**config.mk**
```make
export PLATFORM = sky130hd
export DESIGN_NAME = udp_datapath
export DESIGN_NICKNAME = d
export VERILOG_FILES = /design/src/rtl/mdp_pkg.sv /design/src/rtl/mdp_regfile.sv /design/src/rtl/mdp_alu.sv /design/src/rtl/mdp_shifter.sv /design/src/rtl/udp_datapath.sv
export SDC_FILE = /design/constraint.sdc
export NUM_CORES = 1
export LEC_CHECK = 0
export CORE_AREA = 5 5 210 212
export CTS_BUF_LIST = sky130_fd_sc_hd__clkbuf_2 sky130_fd_sc_hd__clkbuf_4 sky130_fd_sc_hd__clkbuf_8
export DETAILED_ROUTE_END_ITERATION = 8
export DIE_AREA = 0 0 215 217
export DONT_BUFFER_PORTS = 1
export PLACE_DENSITY = 0.56
export SYNTH_ARGS = -nofsm -noshare
export SYNTH_HDL_FRONTEND = slang
export SYNTH_HIERARCHICAL = 1
export SYNTH_SLANG_ARGS = --single-unit
```
**constraint.sdc**
```tcl
create_clock -name clk -period 10.9 [get_ports clk]
set_input_delay 2.18 -clock clk [delete_from_list [all_inputs] [get_ports clk]]
set_output_delay 2.18 -clock clk [all_outputs]
set_load 0.02 [all_outputs]
```
**src/rtl/mdp_pkg.sv**
```systemverilog
// Package: shared types for the microcoded datapath.
// Assumes a 32-bit microinstruction whose packed layout (MSB first) is the
// field order the datapath decodes; the struct below encodes that layout.
package mdp_pkg;

    localparam int UWORD_W = 32;
    localparam int SEL_W   = 4;
    localparam int NXT_W   = 8;

    // ALU function codes
    typedef enum logic [1:0] {
        ALU_ADD  = 2'b00,
        ALU_AND  = 2'b01,
        ALU_PASS = 2'b10,
        ALU_INV  = 2'b11
    } alu_op_e;

    // Shifter function codes
    typedef enum logic [1:0] {
        SH_NONE  = 2'b00,
        SH_RIGHT = 2'b01,
        SH_LEFT  = 2'b10,
        SH_RSVD  = 2'b11
    } sh_op_e;

    // Microinstruction layout, most significant field first
    typedef struct packed {
        logic             src_mbr;
        logic [1:0]       cond;
        alu_op_e          alu;
        sh_op_e           sh;
        logic             mbr_ld;
        logic             mar_ld;
        logic             rd;
        logic             wr;
        logic             reg_we;
        logic [SEL_W-1:0] c_sel;
        logic [SEL_W-1:0] b_sel;
        logic [SEL_W-1:0] a_sel;
        logic [NXT_W-1:0] nxt;
    } uword_t;

endpackage

```
**src/rtl/mdp_regfile.sv**
```systemverilog
// Module: register file with two combinational read ports and one write port.
// Assumes: write happens at the rising edge, so same-cycle reads see old data.
// Registers 5..9 come out of reset holding fixed constants, the rest zero.
module mdp_regfile #(
    parameter int DATA_W = 16,
    parameter int NREG   = 16,
    parameter int ADDR_W = 12,
    parameter int BYTE_W = 8
) (
    input  logic                    clk,
    input  logic                    rst_n,
    input  logic [$clog2(NREG)-1:0] a_sel,
    input  logic [$clog2(NREG)-1:0] b_sel,
    output logic [DATA_W-1:0]       a_data,
    output logic [DATA_W-1:0]       b_data,
    input  logic                    we,
    input  logic [$clog2(NREG)-1:0] c_sel,
    input  logic [DATA_W-1:0]       c_data
);
    localparam int SEL_W = $clog2(NREG);
    localparam logic [DATA_W-1:0] ALL_ONES  = {DATA_W{1'b1}};
    localparam logic [DATA_W-1:0] ADDR_MASK = ALL_ONES >> (DATA_W - ADDR_W);
    localparam logic [DATA_W-1:0] BYTE_MASK = ALL_ONES >> (DATA_W - BYTE_W);

    logic [DATA_W-1:0] regs_q [NREG];

    // Reset constant for register index idx
    function automatic logic [DATA_W-1:0] rst_val(input int idx);
        case (idx)
            6:       return {{(DATA_W-1){1'b0}}, 1'b1};
            7:       return ALL_ONES;
            8:       return ADDR_MASK;
            9:       return BYTE_MASK;
            default: return '0;
        endcase
    endfunction

    // Storage: reset to constants, else single write port
    always_ff @(posedge clk) begin
        if (!rst_n) begin
            for (int i = 0; i < NREG; i++) begin
                regs_q[i] <= rst_val(i);
            end
        end else if (we) begin
            regs_q[c_sel] <= c_data;
        end
    end

    // Read ports: combinational, pre-edge values
    always_comb begin
        a_data = regs_q[a_sel];
        b_data = regs_q[b_sel];
    end


    reg_write_chk: assert property (@(posedge clk) disable iff (!rst_n)
        we |=> regs_q[$past(c_sel)] == $past(c_data));


    logic [SEL_W-1:0] probe_sel;
    assign probe_sel = SEL_W'(7);
    reg_const_chk: assert property (@(posedge clk)
        !rst_n |=> (regs_q[probe_sel] == ALL_ONES) || !rst_n);

endmodule

```
**src/rtl/mdp_alu.sv**
```systemverilog
// Module: four-function ALU with sign and zero flags.
// Assumes: purely combinational; addition wraps modulo 2^DATA_W.
module mdp_alu
    import mdp_pkg::*;
#(
    parameter int DATA_W = 16
) (
    input  logic [DATA_W-1:0] op_a,
    input  logic [DATA_W-1:0] op_b,
    input  alu_op_e           func,
    output logic [DATA_W-1:0] result,
    output logic              neg,
    output logic              zero
);
    // Function select
    always_comb begin
        unique case (func)
            ALU_ADD:  result = op_a + op_b;
            ALU_AND:  result = op_a & op_b;
            ALU_PASS: result = op_a;
            ALU_INV:  result = ~op_a;
            default:  result = op_a;
        endcase
    end

    // Flags from the result
    always_comb begin
        neg  = result[DATA_W-1];
        zero = (result == '0);
    end

endmodule

```
**src/rtl/mdp_shifter.sv**
```systemverilog
// Module: one-bit logical shifter after the ALU.
// Assumes: vacated bit fills with zero; the reserved code passes data through.
module mdp_shifter
    import mdp_pkg::*;
#(
    parameter int DATA_W = 16
) (
    input  logic [DATA_W-1:0] din,
    input  sh_op_e            func,
    output logic [DATA_W-1:0] dout
);
    // Shift select
    always_comb begin
        unique case (func)
            SH_RIGHT: dout = {1'b0, din[DATA_W-1:1]};
            SH_LEFT:  dout = {din[DATA_W-2:0], 1'b0};
            default:  dout = din;
        endcase
    end

endmodule

```
**src/rtl/udp_datapath.sv**
```systemverilog
// Module: top of the microcoded datapath. One register transfer per cycle.
// Assumes: the microinstruction is stable for the whole cycle; memory returns
// read data during the cycle after the one that asserted the read field.
// Condition and next-address fields belong to the sequencer and are unused.
module udp_datapath
    import mdp_pkg::*;
#(
    parameter int DATA_W = 16,
    parameter int NREG   = 16,
    parameter int ADDR_W = 12,
    parameter int BYTE_W = 8
) (
    input  logic                 clk,
    input  logic                 rst_n,
    input  logic [UWORD_W-1:0]   uinstr,
    input  logic [DATA_W-1:0]    mem_rdata,
    output logic                 alu_neg,
    output logic                 alu_zero,
    output logic [ADDR_W-1:0]    mem_addr,
    output logic [DATA_W-1:0]    mbr_out,
    output logic                 mem_rd,
    output logic                 mem_wr
);
    uword_t            uw;
    logic [DATA_W-1:0] a_data, b_data, alu_a, alu_y, sh_y;
    logic [DATA_W-1:0] mbr_q;
    logic [ADDR_W-1:0] mar_q;
    logic              rd_pend_q;
    logic              unused_fields;

    // Field decode
    assign uw            = uword_t'(uinstr);
    assign unused_fields = ^{uw.cond, uw.nxt, b_data[DATA_W-1:ADDR_W]};

    mdp_regfile #(
        .DATA_W (DATA_W),
        .NREG   (NREG),
        .ADDR_W (ADDR_W),
        .BYTE_W (BYTE_W)
    ) u_rf (
        .clk    (clk),
        .rst_n  (rst_n),
        .a_sel  (uw.a_sel),
        .b_sel  (uw.b_sel),
        .a_data (a_data),
        .b_data (b_data),
        .we     (uw.reg_we),
        .c_sel  (uw.c_sel),
        .c_data (sh_y)
    );

    // Left operand source select
    always_comb begin
        alu_a = uw.src_mbr ? mbr_q : a_data;
    end

    mdp_alu #(.DATA_W(DATA_W)) u_alu (
        .op_a   (alu_a),
        .op_b   (b_data),
        .func   (uw.alu),
        .result (alu_y),
        .neg    (alu_neg),
        .zero   (alu_zero)
    );

    mdp_shifter #(.DATA_W(DATA_W)) u_sh (
        .din  (alu_y),
        .func (uw.sh),
        .dout (sh_y)
    );

    // Memory buffer: shifter load wins over returning read data
    always_ff @(posedge clk) begin
        if (!rst_n) begin
            mbr_q <= '0;
        end else if (uw.mbr_ld) begin
            mbr_q <= sh_y;
        end else if (rd_pend_q) begin
            mbr_q <= mem_rdata;
        end
    end

    // Memory address: low bits of the right operand
    always_ff @(posedge clk) begin
        if (!rst_n) begin
            mar_q <= '0;
        end else if (uw.mar_ld) begin
            mar_q <= b_data[ADDR_W-1:0];
        end
    end

    // Read pending: remembers a read request for one cycle
    always_ff @(posedge clk) begin
        if (!rst_n) begin
            rd_pend_q <= 1'b0;
        end else begin
            rd_pend_q <= uw.rd;
        end
    end

    // Outputs
    assign mem_addr = mar_q;
    assign mbr_out  = mbr_q;
    assign mem_rd   = uw.rd;
    assign mem_wr   = uw.wr;


    mbr_load_chk: assert property (@(posedge clk) disable iff (!rst_n)
        uw.mbr_ld |=> mbr_out == $past(sh_y));


    rd_fill_chk: assert property (@(posedge clk) disable iff (!rst_n)
        (rd_pend_q && !uw.mbr_ld) |=> mbr_out == $past(mem_rdata));


    mbr_hold_chk: assert property (@(posedge clk) disable iff (!rst_n)
        (!uw.mbr_ld && !rd_pend_q) |=> $stable(mbr_out));


    mar_load_chk: assert property (@(posedge clk) disable iff (!rst_n)
        uw.mar_ld |=> mem_addr == $past(b_data[ADDR_W-1:0]));


    shr_fill_chk: assert property (@(posedge clk) disable iff (!rst_n)
        (uw.sh == SH_RIGHT) |-> !sh_y[DATA_W-1]);


    shl_fill_chk: assert property (@(posedge clk) disable iff (!rst_n)
        (uw.sh == SH_LEFT) |-> !sh_y[0]);


    inv_chk: assert property (@(posedge clk) disable iff (!rst_n)
        (uw.alu == ALU_INV) |-> ((alu_y ^ alu_a) == {DATA_W{1'b1}}));

endmodule

```
# Word-level counts from Yosys, hierarchy flattened
# Memories as Yosys holds them, arrays and structs flattened.
# Index checks and enable logic that the tools add are counted.
word_totals:
  regBits: 29
  ramBits: 256
  output_inout_bits: 32
  wordCells: 33
  memories: 1
op_classes:
  add_sub_neg: 1
  eq_ne: 5
  muxes: 17
  bitwise: 2
  n_reduce_logical: 4
memory_table:
  columns: ["name", "words", "width", "read_ports", "rd_clocked_by_memory_dff", "write_ports", "line", "text"]
  rows:
  - ["u_rf.regs_q", 16, 16, 2, 0, 16, "mdp_regfile.sv:25", "logic [DATA_W-1:0] regs_q [NREG];"]
op_table:
  columns: ["cell", "count"]
  rows:
  - ["16-bit two-way mux", 9]
  - ["16-bit case mux with 4 select lines", 1]
  - ["16-bit case mux with 2 select lines", 1]
  - ["16-bit adder", 1]
  - ["16-bit AND", 1]
  - ["16-bit zero test", 1]
  - ["16-bit NOT", 1]
  - ["16-bit OR reduction", 1]
  - ["2-bit equality test, second input constant", 3]
  - ["1-bit two-way mux", 5]
  - ["2-bit by 1-bit equality test with 1-bit output, second input constant", 2]
  - ["4-bit two-way mux", 1]
  - ["2-bit zero test", 1]
  - ["2-bit nonzero test", 1]

# Depth between registers and ports, before layout
# An unclocked memory read counts as a cell.
logic_depth:
  depth_word: 6
  mapped_depth: 20
  depth_no_buf: 18

# Hierarchy
# The synthesis kept the hierarchy.
modules_own_cells:
  columns: ["module", "instances", "cells_each", "area_per_inst_um2", "seq_area_each_um2"]
  rows:
  - ["mdp_regfile", 1, 863, 13499.2, 7687.4]
  - ["udp_datapath", 1, 131, 1531.5, 580.6]
  - ["mdp_alu", 1, 185, 1237.4, 0.0]
  - ["mdp_shifter", 1, 57, 326.6, 0.0]

# Worst setup path after synthesis
# No wires, ideal clock.
synth_path:
  path_kind: "in2out"
  from: "in uinstr[9]"
  to: "out alu_zero"
  arrival_time_ns: 6.297
  required_ns: 8.720
  path_slack_ns: 2.423
  cell_stages: 17
  path_buffers: 2
  path_cell_list: "buf_2 buf_1 mux4_2 a22oi_1 nand2_1 mux2_2 ha_1 inv_1 fa_1 nor2b_1 o31a_1 o21a_1 nor3_2 o221ai_1 or4b_1 or4_1 nor4_2"
synth_via:
  elab_chain_cells: 5
  word_cells_on_any_way: 7
  cone_classes: "add/sub (1); mux (2); bitwise (2); reduce/logical (1); memory (1)"
synth_rtl:
  columns: ["element", "line", "text"]
  rows:
  - ["from (decl)", "udp_datapath.sv:15", "input logic [UWORD_W-1:0] uinstr,"]
  - ["memory read 16 x 16 bit", null, null]
  - ["net a_data[0]", "udp_datapath.sv:25", "logic [DATA_W-1:0] a_data, b_data, alu_a, alu_y, sh_y;"]
  - ["16-bit two-way mux", "udp_datapath.sv:54", "alu_a = uw.src_mbr ? mbr_q : a_data;"]
  - ["net alu_a[0]", "udp_datapath.sv:25", null]
  - ["16-bit adder", "mdp_alu.sv:18", "ALU_ADD: result = op_a + op_b;"]
  - ["16-bit case mux with 4 select lines", "mdp_alu.sv:17", "unique case (func)"]
  - ["net alu_y[6]", "udp_datapath.sv:25", null]
  - ["16-bit zero test", "mdp_alu.sv:29", "zero = (result == '0);"]
  - ["to (decl)", "udp_datapath.sv:18", "output logic alu_zero,"]
# The timed path passes the listed nets, and every way through them passes these cells.

# Worst setup path after layout
layout_path:
  from: "in uinstr[14]"
  to: "out alu_zero"
layout_via:
  elab_chain_cells: 4
  word_cells_on_any_way: 5
  cone_classes: "add/sub (1); mux (1); bitwise (1); reduce/logical (1); memory (1)"
layout_rtl:
  columns: ["element", "line"]
  rows:
  - ["memory read 16 x 16 bit", null]
  - ["net b_data[0]", "udp_datapath.sv:25"]
  - ["16-bit adder", "mdp_alu.sv:18"]
  - ["16-bit case mux with 4 select lines", "mdp_alu.sv:17"]
  - ["net alu_y[6]", "udp_datapath.sv:25"]
  - ["16-bit zero test", "mdp_alu.sv:29"]
# The timed path passes the listed nets, and every way through them passes these cells.

==> results_dict.tcl <==
set metrics [dict create \
    synth.top_cell.area_share_pct 46.3 \
    numCtsBuffers 50 \
    hold_viol_final 0 \
    die_y_um 217 \
    swShare_pct 27.7 \
    seq_power_share_pct 47.1 \
    powerDensity_nw_per_um2 150 \
    slew_viol_final 0 \
    clockBufferDepth 3 \
    ys_async_sr_fraction_pct 0 \
    combPwrFrac_pct 16.2 \
    antenna_left 0 \
    rsz0062_at_grt "no" \
    grt_pass1_vias 10900 \
    drive_above_1_share_pct 23.2 \
    synthTopCellsByArea "edfxtp_1 (46%), mux4_2 (16%), and2_1 (8.5%), a22oi_1 (3.6%), dfxtp_1 (3.5%)" \
    cts_max_level 2 \
    grt-ovfl-total 0 \
    grtUsageTotal_pct 21.0 \
    ys_warn_count 6 \
    clock_latency_ns 0.62 \
    min_path_type "reg2reg" \
    cts.repair.resized 0 \
    area_delta_synth_final_pct 8.78 \
    outcome "finished clean" \
    setup_viol 0 \
    synth_common_cells "edfxtp_1 (256), and2_1 (226), mux4_2 (116)" \
    clock_sink_count 285 \
    grt_max_degree 65 \
    required_ns 8.72 \
    place.gp.congestion 0.862 \
    initial_core_util_pct 39.7 \
    fin_nets 1293 \
    synth_area_per_cell_um2 13.4 \
    cap_violations 0 \
    vias 10800 \
    fin_crit_sh_pct 83.6 \
    synth_seq_cells 285 \
    core_um2 41800 \
    clkTransAtPathRegs_ns 0.05 \
    drt_iter0_drc 1014 \
    dieArea_um2 46700 \
    p_total_mw 2.71 \
    vdd_drop_max_uv 92.3 \
    postCtsHoldBufs 0 \
    drt-total-wl_um 49300 \
    p_switching_mw 0.751 \
    viasPerCell 6.00 \
    ys_types 57 \
    utilization_pct 43.2 \
    crit_fanout 10 \
    fin_hold_ws_ns 0.621 \
    yosysMostFrequentCell "edfxtp_1" \
    power.internal_mw 1.96 \
    fmax_mhz 110 \
    worst_pin_slew_ns 1.32 \
    netlist_instances 1236 \
    cts_tree "built" \
    dp_hpwl_um 30800 \
    final.setup_skew_ns 0.0256 \
    yosys.area.top_type "edfxtp_1" \
    ios 82 \
    wl_per_cell_um 27.4 \
    critPathArrivalTime_ns 6.93 \
    cts_root_buf "clkbuf_8" \
    start_kind "input port" \
    pwr-share-clk_pct 36.7 \
    drcViolationCount 0 \
    firstDrtPassIters 7 \
    antenna_found_initial 0 \
    cts_setup_buffers 0 \
    port-buffer-count 0 \
    critPathKind "in2out" \
    slew_headroom_pct 11.3 \
    die-width_um 215 \
    fin_crit_ns 9.11 \
    grt_pass1_wl_um 73000 \
    synth_nets 1305 \
    seq_area_frac_synth_pct 49.8 \
    syn_area_um2 16600 \
    worstSetupEndpointType "output pin" \
    ys.flop_type "edfxtp_1" \
    fin_setup_tns_ns 0 \
    leakage_nw 6.52 \
    synth_edf_count 256 \
    num_rows 75 \
]
-- layout by cell type (no fill, tap or decap), types with 3 or more instances in the layout --
master	synthesis	layout
a211oi_1	4	4
a21oi_1	15	15
a22oi_1	79	79
and2_1	226	226
buf_4	10	45
clkbuf_4	0	23
clkbuf_8	0	51
clkinv_1	0	10
dfxtp_1	29	29
edfxtp_1	256	256
ha_1	18	18
inv_1	11	11
mux2_2	22	22
mux2_4	10	10
mux2i_1	12	12
mux4_1	12	12
mux4_2	116	116
nand2_1	74	74
nand2b_1	35	35
nand3_1	8	8
nor2_1	25	24
nor2b_1	18	18
nor3_1	4	4
nor3_2	5	4
o211a_1	18	18
o211ai_1	12	12
o21a_1	6	6
o21ai_0	25	13
o21ai_1	15	18
o21ai_2	1	10
o221ai_1	8	8
o31a_1	3	3
or3_1	27	27
xnor2_1	9	9
-- registers in the layout, indices dropped and copies added (netlist names) --
| name | cells |
|---|---|
| mbr_out | 16 |
| mem_addr | 12 |
| u_rf/regs_q | 256 |
| rd_pend_q | 1 |
-- power groups by stage --
| stage | registers [mW] | logic [mW] | clock network, mW |
|---|---|---|---|
| floorplan | 1.28 | 0.336 | 0 |
| global placement | 1.29 | 0.430 | 0 |
| detailed placement | 1.30 | 0.434 | 0 |
| CTS | 1.27 | 0.435 | 1.02 |
| global route | 1.28 | 0.473 | 1.07 |
| finish | 1.27 | 0.439 | 0.994 |
-- kinds of logic after synthesis --
kind of cell               share of synthesized area, %
AOI/OAI and AO/OA                                  8.57
and+or+nand+nor                                    15.1
muxes                                              20.8
DFF                                                49.8
adders and majority gates                          1.48
xor gates and xnor gates                          0.581
buffers and inverters                              3.72
-- stage by stage --
step | setup slack (ns) | instances | instance area (um^2)
floorplan | 2.42 | 1236 | 16600
global placement | 1.92 | 1711 | 17100
detailed placement | 1.87 | 1711 | 17100
CTS | 1.84 | 1800 | 18000
global route | 1.64 | 1800 | 18000
finish | 1.79 | 1801 | 18100
-- final cells by class --
class	instances	area, um^2
Fill cell	3805	23700
Sequential cell	285	8270
Multi-Input combinational cell	831	7750
Clock buffer	74	875
Tap cell	539	674
Timing Repair Buffer	45	338
Clock inverter	15	100
Inverter	11	41.3
Antenna cell	1	2.50
-- critical path: stages --
cell      delay (ns)
nor2b_1         0.54
buf_4           0.33
a22oi_1         0.16
nand2_1         0.27
ha_1            0.27
inv_1           0.07
fa_1            0.42
nor2b_1         0.18
o31a_1          0.26
o31a_1          0.24
nand2b_1        0.13
o221ai_1        0.17
or4b_1          0.60
or4_1           0.51
nor4_2          0.58
-- per-layer routing --
layer  part of all wire, %  GRT usage [%]  wire length (um)  vias to the layer above
met5                  0.17           1.25                82                        -
met4                   2.1           5.04              1050                        2
met3                   9.2           5.77              4530                       85
met2                    47           33.8             23000                      442
met1                    42           28.4             20600                     5515
li1                      -              -                 -                     4757
-- worst paths after layout --
| path | slack [ns] | from | cells past startpoint | end |
|---|---|---|---|---|
| max reg2reg | 5.52 | u_rf/regs_q[2][1] | 14 | u_rf/regs_q[5][8] |
| max | 1.79 | uinstr[14] | 15 | alu_zero |
| min | 0.62 | mem_addr[5] | 2 | mem_addr[5] |
| min reg2reg | 0.62 | mem_addr[5] | 2 | mem_addr[5] |
(Power assumes the default switching activity.)
